## config.mk

```make
export PLATFORM = sky130hd
export DESIGN_NAME = tdw_ring_walker
export DESIGN_NICKNAME = d
export VERILOG_FILES = /design/src/rtl/tdw_pkg.sv /design/src/rtl/tdw_poll_latch.sv /design/src/rtl/tdw_ring_ptr.sv /design/src/rtl/tdw_byte_streamer.sv /design/src/rtl/tdw_ring_walker.sv
export SDC_FILE = /design/constraint.sdc
export NUM_CORES = 1
export LEC_CHECK = 0
export BUFFER_PORTS_ARGS = -buffer_cell sky130_fd_sc_hd__buf_2
export CAP_MARGIN = 20
export CORE_MARGIN = 2
export CORE_UTILIZATION = 55
export CTS_CLUSTER_DIAMETER = 200
export CTS_CLUSTER_SIZE = 14
export DETAILED_ROUTE_END_ITERATION = 6
export PLACE_DENSITY = 0.77
export SKIP_LAST_GASP = 1
export SYNTH_ARGS = -nofsm -noshare
export SYNTH_HDL_FRONTEND = slang
export SYNTH_SLANG_ARGS = --single-unit
export TNS_END_PERCENT = 20
```

## constraint.sdc

```tcl
create_clock -name clk -period 7.16 [get_ports clk]
set_clock_uncertainty 0.2 [all_clocks]
set_input_delay 1.074 -clock clk [delete_from_list [all_inputs] [get_ports clk]]
set_output_delay 1.074 -clock clk [all_outputs]
set_load 0.01 [all_outputs]
```

## src/rtl/tdw_pkg.sv

```systemverilog
// Package: shared constants and state type of the transmit descriptor walker.
// Assumes 32-bit memory words and the fixed 8-word descriptor layout.
package tdw_pkg;
    localparam int WORD_W     = 32;
    localparam int OWN_BIT    = 31;
    localparam int LAST_BIT   = 29;
    localparam int WRAP_BIT   = 21;
    localparam int SIZE_BITS  = 12;
    localparam int SIZE2_LSB  = 16;
    localparam int DESC_BYTES = 32;

    typedef enum logic [2:0] {
        ST_IDLE,
        ST_CTL,
        ST_SIZE,
        ST_BUF,
        ST_DATA,
        ST_WB
    } walk_st_t;
endpackage

```

## src/rtl/tdw_poll_latch.sv

```systemverilog
// Poll latch: remembers poll strobes until the sequencer takes one.
// Assumes take_i is asserted only when the latch is pending; a poll on the
// same cycle as a take stays pending.
module tdw_poll_latch (
    input  logic clk,
    input  logic rst_n,
    input  logic poll_i,
    input  logic take_i,
    output logic pend_o
);
    logic pend_q;

    // Pending flag: set by any poll, cleared by a take without a new poll.
    always_ff @(posedge clk) begin
        if (!rst_n) pend_q <= 1'b0;
        else        pend_q <= (pend_q & ~take_i) | poll_i;
    end

    assign pend_o = pend_q;
endmodule

```

## src/rtl/tdw_ring_ptr.sv

```systemverilog
// Ring pointer: holds the base address and the current descriptor pointer.
// Assumes base writes happen only while the walker is idle.
module tdw_ring_ptr #(
    parameter int AW     = 32,
    parameter int STRIDE = 32
) (
    input  logic          clk,
    input  logic          rst_n,
    input  logic          base_wr_i,
    input  logic [AW-1:0] base_i,
    input  logic          adv_i,
    input  logic          wrap_i,
    output logic [AW-1:0] cur_o
);
    logic [AW-1:0] base_q;
    logic [AW-1:0] cur_q;

    // Pointer update: load on base write, wrap or step after a write-back.
    always_ff @(posedge clk) begin
        if (!rst_n) begin
            base_q <= '0;
            cur_q  <= '0;
        end else if (base_wr_i) begin
            base_q <= base_i;
            cur_q  <= base_i;
        end else if (adv_i) begin
            cur_q  <= wrap_i ? base_q : cur_q + AW'(STRIDE);
        end
    end

    assign cur_o = cur_q;
endmodule

```

## src/rtl/tdw_byte_streamer.sv

```systemverilog
// Byte streamer: fetches one segment word by word and emits it byte by byte.
// Assumes start_i arrives only while idle. It buffers one word and fetches
// the next only after the buffer has drained, so reads wait on ready.
module tdw_byte_streamer #(
    parameter int AW = 32,
    parameter int LW = 13
) (
    input  logic          clk,
    input  logic          rst_n,
    input  logic          start_i,
    input  logic [AW-1:0] addr_i,
    input  logic [LW-1:0] len_i,
    input  logic          last_i,
    output logic          rd_req_o,
    output logic [AW-1:0] rd_addr_o,
    input  logic          rd_ack_i,
    input  logic [31:0]   rd_data_i,
    output logic [7:0]    tx_data_o,
    output logic          tx_valid_o,
    output logic          tx_last_o,
    input  logic          tx_ready_i,
    output logic          seg_done_o
);
    localparam int LANES  = 4;
    localparam int LANE_W = $clog2(LANES);
    localparam int CNT_W  = LANE_W + 1;

    logic              active_q;
    logic [AW-1:0]     next_q;
    logic [LW-1:0]     rem_q;
    logic [31:0]       word_q;
    logic [LANE_W-1:0] lane_q;
    logic [CNT_W-1:0]  avail_q;
    logic              last_q;
    logic [CNT_W-1:0]  room;
    logic [CNT_W-1:0]  fill;
    logic              fire;

    // Fill size: bytes usable from the next word, limited by what is left.
    always_comb begin
        room = CNT_W'(LANES) - {1'b0, next_q[LANE_W-1:0]};
        fill = (rem_q < LW'(room)) ? rem_q[CNT_W-1:0] : room;
    end

    assign rd_req_o   = active_q && (avail_q == '0) && (rem_q != '0);
    assign rd_addr_o  = {next_q[AW-1:LANE_W], {LANE_W{1'b0}}};
    assign tx_valid_o = (avail_q != '0);
    assign tx_data_o  = word_q[8*lane_q +: 8];
    assign tx_last_o  = tx_valid_o && last_q && (rem_q == LW'(1));
    assign seg_done_o = active_q && (rem_q == '0);
    assign fire       = tx_valid_o && tx_ready_i;

    // Segment state: start, word fills and per-byte consumption.
    always_ff @(posedge clk) begin
        if (!rst_n) begin
            active_q <= 1'b0;
            next_q   <= '0;
            rem_q    <= '0;
            word_q   <= '0;
            lane_q   <= '0;
            avail_q  <= '0;
            last_q   <= 1'b0;
        end else if (start_i) begin
            active_q <= 1'b1;
            next_q   <= addr_i;
            rem_q    <= len_i;
            avail_q  <= '0;
            last_q   <= last_i;
        end else begin
            if (seg_done_o) active_q <= 1'b0;
            if (rd_req_o && rd_ack_i) begin
                word_q  <= rd_data_i;
                lane_q  <= next_q[LANE_W-1:0];
                avail_q <= fill;
                next_q  <= {next_q[AW-1:LANE_W] + 1'b1, {LANE_W{1'b0}}};
            end else if (fire) begin
                lane_q  <= lane_q + 1'b1;
                avail_q <= avail_q - 1'b1;
                rem_q   <= rem_q - 1'b1;
            end
        end
    end
endmodule

```

## src/rtl/tdw_ring_walker.sv

```systemverilog
// Transmit descriptor ring walker (top). On a poll it walks descriptors from
// the current pointer: reads control, sizes and buffer address, streams the
// segment, writes control back with ownership cleared and moves the pointer.
// It stops at the first descriptor it does not own. Assumes a memory that
// acknowledges each held request once, with read data valid alongside.
module tdw_ring_walker #(
    parameter int AW = 32
) (
    input  logic          clk,
    input  logic          rst_n,
    input  logic          poll_i,
    input  logic          base_wr_i,
    input  logic [AW-1:0] base_addr_i,
    output logic          mem_req_o,
    output logic          mem_we_o,
    output logic [AW-1:0] mem_addr_o,
    output logic [31:0]   mem_wdata_o,
    input  logic [31:0]   mem_rdata_i,
    input  logic          mem_ack_i,
    output logic [7:0]    tx_data_o,
    output logic          tx_valid_o,
    output logic          tx_last_o,
    input  logic          tx_ready_i,
    output logic          tx_done_o
);
    import tdw_pkg::*;

    localparam int LW       = SIZE_BITS + 1;
    localparam int OFS_SIZE = 4;
    localparam int OFS_BUF  = 8;

    walk_st_t      st_q, st_d;
    logic [31:0]   ctl_q;
    logic [LW-1:0] len_q;
    logic          done_q;
    logic          pend, take;
    logic [AW-1:0] cur;
    logic          adv;
    logic          st_start, st_req, st_ack, st_done;
    logic [AW-1:0] st_addr;
    logic [LW-1:0] len_sum;

    tdw_poll_latch u_poll (
        .clk    (clk),
        .rst_n  (rst_n),
        .poll_i (poll_i),
        .take_i (take),
        .pend_o (pend)
    );

    tdw_ring_ptr #(.AW(AW), .STRIDE(DESC_BYTES)) u_ptr (
        .clk       (clk),
        .rst_n     (rst_n),
        .base_wr_i (base_wr_i),
        .base_i    (base_addr_i),
        .adv_i     (adv),
        .wrap_i    (ctl_q[WRAP_BIT]),
        .cur_o     (cur)
    );

    tdw_byte_streamer #(.AW(AW), .LW(LW)) u_strm (
        .clk        (clk),
        .rst_n      (rst_n),
        .start_i    (st_start),
        .addr_i     (mem_rdata_i[AW-1:0]),
        .len_i      (len_q),
        .last_i     (ctl_q[LAST_BIT]),
        .rd_req_o   (st_req),
        .rd_addr_o  (st_addr),
        .rd_ack_i   (st_ack),
        .rd_data_i  (mem_rdata_i),
        .tx_data_o  (tx_data_o),
        .tx_valid_o (tx_valid_o),
        .tx_last_o  (tx_last_o),
        .tx_ready_i (tx_ready_i),
        .seg_done_o (st_done)
    );

    assign len_sum  = {1'b0, mem_rdata_i[SIZE_BITS-1:0]}
                    + {1'b0, mem_rdata_i[SIZE2_LSB +: SIZE_BITS]};
    assign take     = (st_q == ST_IDLE) && pend;
    assign st_start = (st_q == ST_BUF) && mem_ack_i;
    assign st_ack   = (st_q == ST_DATA) && mem_ack_i;
    assign adv      = (st_q == ST_WB) && mem_ack_i;

    // Sequencer next state: descriptor fetch, stream, write-back, repeat.
    always_comb begin
        st_d = st_q;
        case (st_q)
            ST_IDLE: if (pend) st_d = ST_CTL;
            ST_CTL:  if (mem_ack_i) st_d = mem_rdata_i[OWN_BIT] ? ST_SIZE : ST_IDLE;
            ST_SIZE: if (mem_ack_i) st_d = ST_BUF;
            ST_BUF:  if (mem_ack_i) st_d = ST_DATA;
            ST_DATA: if (st_done) st_d = ST_WB;
            ST_WB:   if (mem_ack_i) st_d = ST_CTL;
            default: st_d = ST_IDLE;
        endcase
    end

    // Memory port mux: descriptor accesses or streamer reads, by state.
    always_comb begin
        mem_req_o   = 1'b0;
        mem_we_o    = 1'b0;
        mem_addr_o  = cur;
        mem_wdata_o = ctl_q & ~(32'd1 << OWN_BIT);
        case (st_q)
            ST_CTL:  mem_req_o = 1'b1;
            ST_SIZE: begin mem_req_o = 1'b1; mem_addr_o = cur + AW'(OFS_SIZE); end
            ST_BUF:  begin mem_req_o = 1'b1; mem_addr_o = cur + AW'(OFS_BUF);  end
            ST_DATA: begin mem_req_o = st_req; mem_addr_o = st_addr; end
            ST_WB:   begin mem_req_o = 1'b1; mem_we_o = 1'b1; end
            default: ;
        endcase
    end

    // Sequencer registers: state, captured control word and segment length.
    always_ff @(posedge clk) begin
        if (!rst_n) begin
            st_q  <= ST_IDLE;
            ctl_q <= '0;
            len_q <= '0;
        end else begin
            st_q <= st_d;
            if (st_q == ST_CTL && mem_ack_i)  ctl_q <= mem_rdata_i;
            if (st_q == ST_SIZE && mem_ack_i) len_q <= len_sum;
        end
    end

    // Completion pulse: one cycle after a last-segment write-back.
    always_ff @(posedge clk) begin
        if (!rst_n) done_q <= 1'b0;
        else        done_q <= adv && ctl_q[LAST_BIT];
    end

    assign tx_done_o = done_q;
endmodule

```

==> results of run 1 <==
[stage by stage]
stage	power (mW)	util	cell area [sq um]	setup slack, ps
after floorplan	1.710	-	11250	3565
after global placement	1.898	0.5944	11990	2839
after detailed placement	1.912	0.5944	11990	2730
after CTS	2.886	0.6242	12590	2213
after global routing	3.004	0.6249	12600	1901
final	2.890	0.6249	12600	2073
[layout by cell type (no fill, tap or decap), types with 6 or more instances in the layout]
master / count
nand2_1: 265
dfxtp_1: 197
a21oi_1: 167
buf_2: 145
nor2_1: 143
o21ai_0: 69
mux2i_1: 51
nand3_1: 42
nor3_1: 38
xnor2_1: 35
inv_1: 24
nand4_1: 23
a31oi_1: 23
a211oi_1: 23
ha_1: 23
a22oi_1: 19
and2_1: 17
clkbuf_16: 17
buf_4: 16
o22ai_1: 13
nor4_1: 13
o211ai_1: 12
a221oi_1: 12
xor2_1: 11
or3_1: 11
nor2b_1: 9
a22o_1: 9
mux4_2: 8
and3_1: 8
nand2b_1: 6
o21a_1: 6
o31ai_1: 6
and4_1: 6
nand3b_1: 6
mux2_1: 6
[metal layers]
metal,global-route usage,vias up,part of all wire
li1,-,5441,-
met4,0.1038,0,0.025
met1,0.4842,5538,0.42
met5,0,-,0
met2,0.5657,564,0.47
met3,0.05870,76,0.087
[where the power goes]
| group | internal, mW | leakage [nW] | total, mW | switching, mW |
|---|---|---|---|---|
| Combinational | 0.252 | 2.82 | 0.651 | 0.399 |
| Sequential | 1.16 | 1.60 | 1.25 | 0.0899 |
| Clock | 0.474 | 0.293 | 0.987 | 0.513 |
| Total | 1.89 | 4.72 | 2.89 | 1.00 |
[worst paths after layout]
| kind | to | slack, ps | depth (start not counted) |
|---|---|---|---|
| hold / removal | ctl_q[6]$_SDFFE_PN0P_ | 250 | 2 |
| setup / recovery | mem_addr_o[28] | 2070 | 7 |
| setup reg to reg | len_q[11]$_SDFFE_PN0P_ | 3310 | 6 |
| hold reg to reg | ctl_q[6]$_SDFFE_PN0P_ | 250 | 2 |
[area by class of cell]
cell class / instances / area share
multi-input cells: 1151 / 0.5364
flip-flops and latches: 197 / 0.3129
repair buffers: 162 / 0.06829
clock buffers: 17 / 0.03375
well taps: 270 / 0.02680
clock inverters: 15 / 0.01390
inverters: 26 / 0.007941
[worst min-delay path, cell delays in order (launching register included)]
cell and delay (ps):
dfxtp_1 310, nand2_1 50, a21oi_1 50
[registers in the layout, summed over array words and instances (netlist names), 2 cells and up]
name	flops
u_strm.rem_q	13
len_q	13
u_ptr.base_q	32
ctl_q	31
u_strm.avail_q	3
u_strm.next_q	32
u_strm.lane_q	2
u_ptr.cur_o	32
u_strm.word_q	32
st_q	3
[kinds of logic (layout without fill, tap and decap cells)]
| group | count (synthesis) | in the layout | share of synthesized area |
|---|---|---|---|
| buffers and inverters | 143 | 220 | 0.05027 |
| adders and majority gates | 24 | 24 | 0.02736 |
| and+or+nand+nor | 611 | 611 | 0.2469 |
| DFF | 197 | 197 | 0.3506 |
| other | 1 | 1 | 0.0003333 |
| AOI/OAI and AO/OA | 401 | 401 | 0.2183 |
| xor gates and xnor gates | 46 | 46 | 0.03581 |
| muxes | 68 | 68 | 0.07040 |
==> summary.txt, run 1 <==
Clocking
  – Sink Count: 197
  – CTS tree: yes
  – Htree depth: 4
  – Clk Latency, worst-skew pair: 460 ps
  – Setup Buffers After CTS: 0
  – Clk buf depth: 2
  – Hold_buf cts: 0
  – CTS Buf Count: 17
  – Root Driver: clkbuf_16
  – Reg clk slew, reported paths: 80 ps
  – PostCTS Resize Cnt: 0

Critical path
  – Critical path peak fanout: 22
  – CP arrival: 3810 ps
  – Slowest cell on crit path: nor2_1
  – CP Buf/Inv Count: 1
  – CP delay by family, top: simple AND/OR/NAND/NOR gates
  – CP max stage delay: 1080 ps
  – Worst r2r src: st_q[1]$_SDFFE_PN0P_
  – Critical Path Sink Type: output pin
  – CP Launch Point: st_q[1]$_SDFFE_PN0P_
  – Critical Setup Path Class: reg2out
  – Critical path cell sequence: nand2b_1 -> nor2_1 -> a31oi_1 -> o22ai_1 -> a21oi_1 -> a311oi_1 -> buf_2
  – Crit start category: flip-flop
  – WP data required: 5890 ps

Global routing
  – Vias in the first global route: 10.44k
  – Gr ovfl total: 0
  – Largest net degree at the start of global routing: 88
  – First-pass GRT wire length: 59520 um
  – Initial antenna violation count: 0
  – All-Layer GR Usage: 0.3501

Placement
  – # placed instances: 1805
  – Final GP Congestion: 1.041
  – # port buffers: 145
  – DP HPWL: 27320 um

Drt
  – # DRC: 0
  – First-pass DRT Iterations: 6
  – Vias post-DR: 11.62k
  – Initial DRC count: 1379
  – Wire per inst: 20.96 um
  – Post-Route WL: 38530 um
  – Routed Antenna Nets: 0
  – Vias per inst: 6.322

Logic synthesis
  – Yosys cell types: 76
  – Post-synthesis net count: 1585
  – Syn. warnings: 0
  – Post-synth EDFFs: 0
  – Synth Instances: 1491
  – Mean area per synthesized cell: 7.545 sq um
  – Most common cell in the synthesized netlist: nand2_1
  – Sequential share of the synthesized area: 0.3506
  – Synth area leaders: dfxtp_1 (35%), nand2_1 (8.8%), a21oi_1 (7.4%), nor2_1 (4.8%), mux2i_1 (4.5%)
  – Cell taking the most area after synthesis: dfxtp_1
  – Synthesis-stage register bit count: 197
  – Synth Cell Area: 11250 sq um
  – Fraction of registers with async set/reset: 0
  – Top cell type's share of synthesized area: 0.3506
  – Most frequent cells after synthesis: nand2_1 (265), dfxtp_1 (197), a21oi_1 (167), nor2_1 (145), clkbuf_1 (97)
  – Ys flop type: dfxtp_1

Floorplanning
  – Row count: 52
  – Die area: 21610 sq um
  – Core box area: 20170 sq um
  – Die Ht: 147.0 um
  – Die W: 147.0 um
  – IO Pins: 147
  – Initial Util: 0.5578

Finish
  – Fraction of layout cells with a size suffix above 1: 0.1397
  – Layout overhead on the synthesized area: 12.05%
  – Fin nets: 1649
  – Filler cells: 1877
  – # diodes: 0
  – Multi-input logic area: 6761 sq um
  – Non-Filler Instances: 1838
  – Storage element area: 3944 sq um

Power
  – Leakage Power: 4.716 nW
  – Cell Pwr Density: 229.3 nW/um^2
  – Max VDD drop: 243.5 uV

STA
  – Setup TNS: 0 ps
  – Hold Slack: 254.2 ps
  – Fin crit share: 0.7105
  – Max-slew headroom: 0.2337
  – RSZ-0062 raised after global routing: no
  – Final setup vio count: 0
  – Pins Over Slew Limit: 0
  – Max Clock Freq: 0.1966 GHz
  – Hold Fails Final Rpt: 0
  – Actual slew at the worst max-slew pin: 1145 ps
  – Min Tclk post-route: 5087 ps

Worst hold path
  – Min-delay src: ctl_q[6]$_SDFFE_PN0P_
  – Hold crit path type: reg2reg

Status
  – Status: complete, no violations

Run
  – Max-Cap Viols: 0
Note: power is estimated with default switching activity, not from simulation.
==> inputs of run 2 (changes only) <==
--- a/config.mk
+++ b/config.mk
@@ -8,7 +8,7 @@
 export BUFFER_PORTS_ARGS = -buffer_cell sky130_fd_sc_hd__buf_2
 export CAP_MARGIN = 20
 export CORE_MARGIN = 2
-export CORE_UTILIZATION = 55
+export CORE_UTILIZATION = 53
 export CTS_CLUSTER_DIAMETER = 200
 export CTS_CLUSTER_SIZE = 14
 export DETAILED_ROUTE_END_ITERATION = 6
==> constraint.sdc (replaced) <==
create_clock -name clk -period 4.1 [get_ports clk]
set_clock_uncertainty 0.2 [all_clocks]
set_input_delay 0.615 -clock clk [delete_from_list [all_inputs] [get_ports clk]]
set_output_delay 0.615 -clock clk [all_outputs]
set_load 0.01 [all_outputs]
==> run 2 against run 1 <==
  * Core utilization down 1.4 points
  * Setup slack got worse by 1900 ps
  * Critical path type unchanged
  * Die area is 3.7% higher
  * Worst hold slack got worse by 46 ps
  * Wire length rose by 2.4%
  * Critical path depth did not move
  * Register-to-register slack got worse by 2600 ps
  * Highest routed layer is now met5
==> summary.txt, run 2 (synthesis gave the netlist of run 1 again) <==
Status
  – Status: complete, no violations

Global routing
  – Initial antenna violation count: 1
  – First-pass GRT wire length: 60370 um
  – Vias in the first global route: 10.86k
  – Largest net degree at the start of global routing: 65
  – Gr ovfl total: 0
  – All-Layer GR Usage: 0.3490

Drt
  – Uppermost routed layer: met5
  – Post-Route M1 WL: 16050 um
  – Vias post-DR: 11.79k
  – Vias per inst: 6.323
  – Post-Route WL: 39470 um
  – Routed Antenna Nets: 0
  – # DRC: 0
  – Metal2 WL: 18110 um
  – First-pass DRT Iterations: 6
  – Wire per inst: 21.17 um
  – Initial DRC count: 1301
  – Metal3 WL: 3818 um

Finish
  – Fraction of layout cells with a size suffix above 1: 0.1517
  – Fin area: 12810 sq um
  – Layout overhead on the synthesized area: 13.87%
  – # diodes: 0
  – Non-Filler Instances: 1864
  – Leading cell type in the layout, fill and taps excluded: nand2_1
  – Filler cells: 1945
  – Most frequent cells in the layout: nand2_1 (265), dfxtp_1 (197), a21oi_1 (167), buf_2 (145), nor2_1 (143)
  – Fin nets: 1670
  – Core Util, Final: 0.6113

Clocking
  – Root Driver: clkbuf_16
  – Setup Buffers After CTS: 0
  – Clk buf depth: 2
  – PostCTS Resize Cnt: 0
  – Reg clk slew, reported paths: 80 ps
  – Hold_buf cts: 0
  – Clk Latency, worst-skew pair: 450 ps
  – CTS tree: yes
  – Htree depth: 4
  – Sink Count: 197
  – CTS Buf Count: 17

Power
  – Cell Pwr Density: 402.0 nW/um^2
  – Pwr Total: 5.149 mW
  – Leakage Power: 4.833 nW
  – Internal cell power: 3.333 mW
  – Max VDD drop: 418.4 uV
  – Sw Share: 0.3527
  – Logic pwr share: 0.228
  – Clk pwr share: 0.350
  – Sequential share of power: 0.423
  – Switch Pwr: 1.816 mW

Critical path
  – Critical Setup Path Class: reg2out
  – Crit start category: flip-flop
  – Critical Path Sink Type: output pin
  – WP data required: 3280 ps
  – CP arrival: 3160 ps
  – Critical path peak fanout: 9

Worst hold path
  – Hold crit path type: in2reg

STA
  – RSZ-0062 raised after global routing: no
  – Setup TNS: 0 ps
  – Pins Over Slew Limit: 0
  – Final setup vio count: 0
  – Hold Slack: 207.8 ps
  – Actual slew at the worst max-slew pin: 967.9 ps
  – Min Tclk post-route: 3974 ps
  – Hold Fails Final Rpt: 0
  – Max Clock Freq: 0.2516 GHz
  – Setup ws final: 125.6 ps
  – Max-slew headroom: 0.3523
  – Fin crit share: 0.9694

Placement
  – DP HPWL: 28460 um
  – Placed inst area: 12170 sq um
  – # placed instances: 1832
  – Final GP Congestion: 1.031
  – Place WS: 714.2 ps
  – # port buffers: 145

Floorplanning
  – Row count: 53
  – Core box area: 20960 sq um
  – Die area: 22410 sq um
  – Initial Util: 0.5368
  – Die W: 149.7 um
  – IO Pins: 147
  – Die Ht: 149.7 um

Run
  – Max-Cap Viols: 0
run 2: cell type report:
cell class / count / area (sq um) / area share
clock buffers: 17 / 425.4 / 0.03321
clock inverters: 15 / 206.4 / 0.01612
inverters: 26 / 100.1 / 0.007814
multi-input cells: 1151 / 6766 / 0.5282
flip-flops and latches: 197 / 3944 / 0.3079
well taps: 275 / 344.1 / 0.02686
repair buffers: 183 / 1023 / 0.07990
run 2: metal layers:
layer	track usage	up-vias
met5	0	-
met2	0.5544	557
met4	0.1358	2
met3	0.08780	116
li1	-	5477
met1	0.4569	5635
run 2: worst paths after layout:
| path | startpoint | to | depth (start not counted) | slack [ps] |
|---|---|---|---|---|
| max | u_ptr.cur_o[5]$_SDFFE_PN0P_ | mem_addr_o[20] | 7 | 130 |
| min | poll_i | u_poll.pend_o$_SDFF_PN0_ | 3 | 210 |
| max reg2reg | st_q[2]$_SDFFE_PN0P_ | u_strm.next_q[6]$_SDFFE_PN0P_ | 6 | 710 |
| min reg2reg | ctl_q[27]$_SDFFE_PN0P_ | ctl_q[27]$_SDFFE_PN0P_ | 2 | 250 |
run 2: critical path, cell delays in order, from the launching register on:
cell,delay [ps]
dfxtp_1,500
nand2_1,210
or4_1,660
nor4_1,660
a21oi_1,160
a221oi_1,290
nor2_1,80
buf_2,150
run 2: power groups by stage:
stage               logic, mW  clock network (mW)  registers [mW]
floorplan               0.838                   0            2.15
global placement         1.13                   0            2.21
detailed placement       1.15                   0            2.21
CTS                      1.16                1.80            2.17
global route             1.28                1.88            2.19
finish                   1.17                1.80            2.18
==> inputs of run 3 (changes only) <==
==> constraint.sdc (replaced) <==
create_clock -name clk -period 4.1 [get_ports clk]
set_clock_uncertainty 0.2 [all_clocks]
set_input_delay 0.41 -clock clk [delete_from_list [all_inputs] [get_ports clk]]
set_output_delay 0.41 -clock clk [all_outputs]
set_load 0.01 [all_outputs]
==> run 3 against run 2 <==
  * The flow now finishes with violations (design-rule violations)
  * Largest power group unchanged
  * Highest routed layer is now met4
  * Clock power decreased by 2%
  * Flip-flop and latch count unchanged
  * Setup slack better by 96 ps
  * Core utilization decreased by 0.36 points
  * Register-to-register slack gained 50 ps
  * Sequential share of layout area rose by 0.18 points
  * Via count shrank 0.87%
  * Fmax rose by 2.5%
  * First-iteration DRC count is 2.4% higher
  * Critical path depth stayed put
==> summary.txt, run 3 (synthesis gave the netlist of run 1 again) <==
Drt
  – Initial DRC count: 1332
  – Post-Route WL: 38340 um
  – # DRC: 1
  – Routed Antenna Nets: 0
  – Vias per inst: 6.295
  – Vias post-DR: 11.68k
  – Wire per inst: 20.65 um
  – First-pass DRT Iterations: 7

Critical path
  – Critical Setup Path Class: reg2out
  – CP arrival: 3270 ps
  – Critical Path Sink Type: output pin
  – Critical path peak fanout: 9
  – Crit start category: flip-flop
  – WP data required: 3490 ps
  – Critical path cell sequence: nand4_1 -> or4_1 -> nor4_1 -> a21oi_1 -> a221oi_1 -> nor2_1 -> buf_2
  – Slowest cell on crit path: or4_1
  – CP max stage delay: 660 ps

Global routing
  – Vias in the first global route: 10.62k
  – Gr ovfl total: 0
  – Initial antenna violation count: 0
  – Largest net degree at the start of global routing: 61
  – First-pass GRT wire length: 59300 um
  – All-Layer GR Usage: 0.3407

Floorplanning
  – Die W: 149.7 um
  – Core box area: 20960 sq um
  – Die area: 22410 sq um
  – Initial Util: 0.5368
  – IO Pins: 147
  – Die Ht: 149.7 um
  – Row count: 53

STA
  – Min Tclk post-route: 3879 ps
  – Hold Slack: 8.224 ps
  – Final setup vio count: 0
  – Pins Over Slew Limit: 0
  – Actual slew at the worst max-slew pin: 908.3 ps
  – RSZ-0062 raised after global routing: no
  – Max Clock Freq: 0.2578 GHz
  – Hold Fails Final Rpt: 0
  – Fin crit share: 0.9460
  – Setup TNS: 0 ps
  – Max-slew headroom: 0.3922

Clocking
  – Sink Count: 197
  – Clk Latency, worst-skew pair: 460 ps
  – Htree depth: 4
  – CTS Buf Count: 17
  – Root Driver: clkbuf_16
  – Reg clk slew, reported paths: 80 ps
  – CTS tree: yes
  – PostCTS Resize Cnt: 0
  – Clk buf depth: 2

Finish
  – Most frequent cells in the layout: nand2_1 (265), dfxtp_1 (197), a21oi_1 (167), buf_2 (145), nor2_1 (143)
  – Leading cell type in the layout, fill and taps excluded: nand2_1
  – Fin nets: 1662
  – Fin area: 12730 sq um
  – Fraction of layout cells with a size suffix above 1: 0.1461
  – # diodes: 0
  – Layout overhead on the synthesized area: 13.20%

Power
  – Logic pwr share: 0.226
  – Cell Pwr Density: 400.7 nW/um^2
  – Sequential share of power: 0.428
  – Clk pwr share: 0.346
  – Internal cell power: 3.315 mW
  – Switch Pwr: 1.788 mW
  – Max VDD drop: 324.7 uV
  – Sw Share: 0.3504
  – Leakage Power: 4.789 nW

Status
  – Status: finished, violations left
  – Failing checks: design-rule violations

Run
  – Max-Cap Viols: 0

Worst hold path
  – Hold crit path type: in2reg

Placement
  – Placed inst area: 12110 sq um
  – Final GP Congestion: 1.015
  – # port buffers: 145
  – DP HPWL: 27510 um
## run 3: cell types whose count changed in the layout (fill, tap and decap cells not counted), sizes merged
| cell | change |
|---|---|
| buf | -9 |
| clkinv | +3 |
| inv | -3 |
| dlygate4sd3 | +1 |
## run 3: cell type report
| class | count | area [sq um] |
|---|---|---|
| clock buffers | 17 | 425.4 |
| clock inverters | 15 | 193.9 |
| fillers | 1935 | 8220 |
| inverters | 26 | 100.1 |
| multi-input cells | 1151 | 6761 |
| flip-flops and latches | 197 | 3944 |
| well taps | 275 | 344.1 |
| repair buffers | 175 | 965.9 |
## run 3: path summary, 6_finish.rpt
kind | slack, ps | to | cells past startpoint | start
min | 8 | u_ptr.base_q[16]$_SDFFE_PN0P_ | 3 | base_addr_i[16]
max | 220 | mem_addr_o[20] | 7 | u_ptr.cur_o[8]$_SDFFE_PN0P_
max reg2reg | 760 | u_strm.next_q[6]$_SDFFE_PN0P_ | 6 | st_q[2]$_SDFFE_PN0P_
min reg2reg | 260 | u_strm.word_q[16]$_SDFFE_PN0P_ | 2 | u_strm.word_q[16]$_SDFFE_PN0P_
## run 3: timing repair
| action | in CTS | in global routing |
|---|---|---|
| hold endpoints to repair | 1 | 0 |
| buffers inserted | 0 | 0 |
| hold buffers | 1 | 0 |
## run 3: layer usage
metal | up-vias | GRT usage | wire length (um)
met1 | 5581 | 0.4579 | 15790
met5 | - | 0 | 0
met2 | 560 | 0.5456 | 17880
li1 | 5460 | - | -
met4 | 0 | 0.1175 | 1060
met3 | 83 | 0.07043 | 3598
## run 3: through the flow
stage               cells  setup WS, ps    util  power, mW
finish               1856         221.4  0.6077      5.103
CTS                  1856         264.9  0.6077      5.085
floorplan            1491          1169       -      2.986
detailed placement   1823         763.6  0.5777      3.352
global placement     1823         809.6  0.5777      3.327
global route         1856         74.12  0.6077      5.311
## run 3: power by group through the flow
stage / combinational, mW / clock [mW] / sequential (mW)
floorplan: 0.838 / 0 / 2.15
global placement: 1.11 / 0 / 2.22
detailed placement: 1.13 / 0 / 2.22
CTS: 1.14 / 1.77 / 2.18
global route: 1.27 / 1.84 / 2.20
finish: 1.15 / 1.76 / 2.18
## run 3: worst max-delay path, delay by kind of cell (launching register included)
kind	cells	cell delay (ps)
buffers and inverters	1	140
and+or+nand+nor	4	1740
DFF	1	520
AOI/OAI and AO/OA	2	420
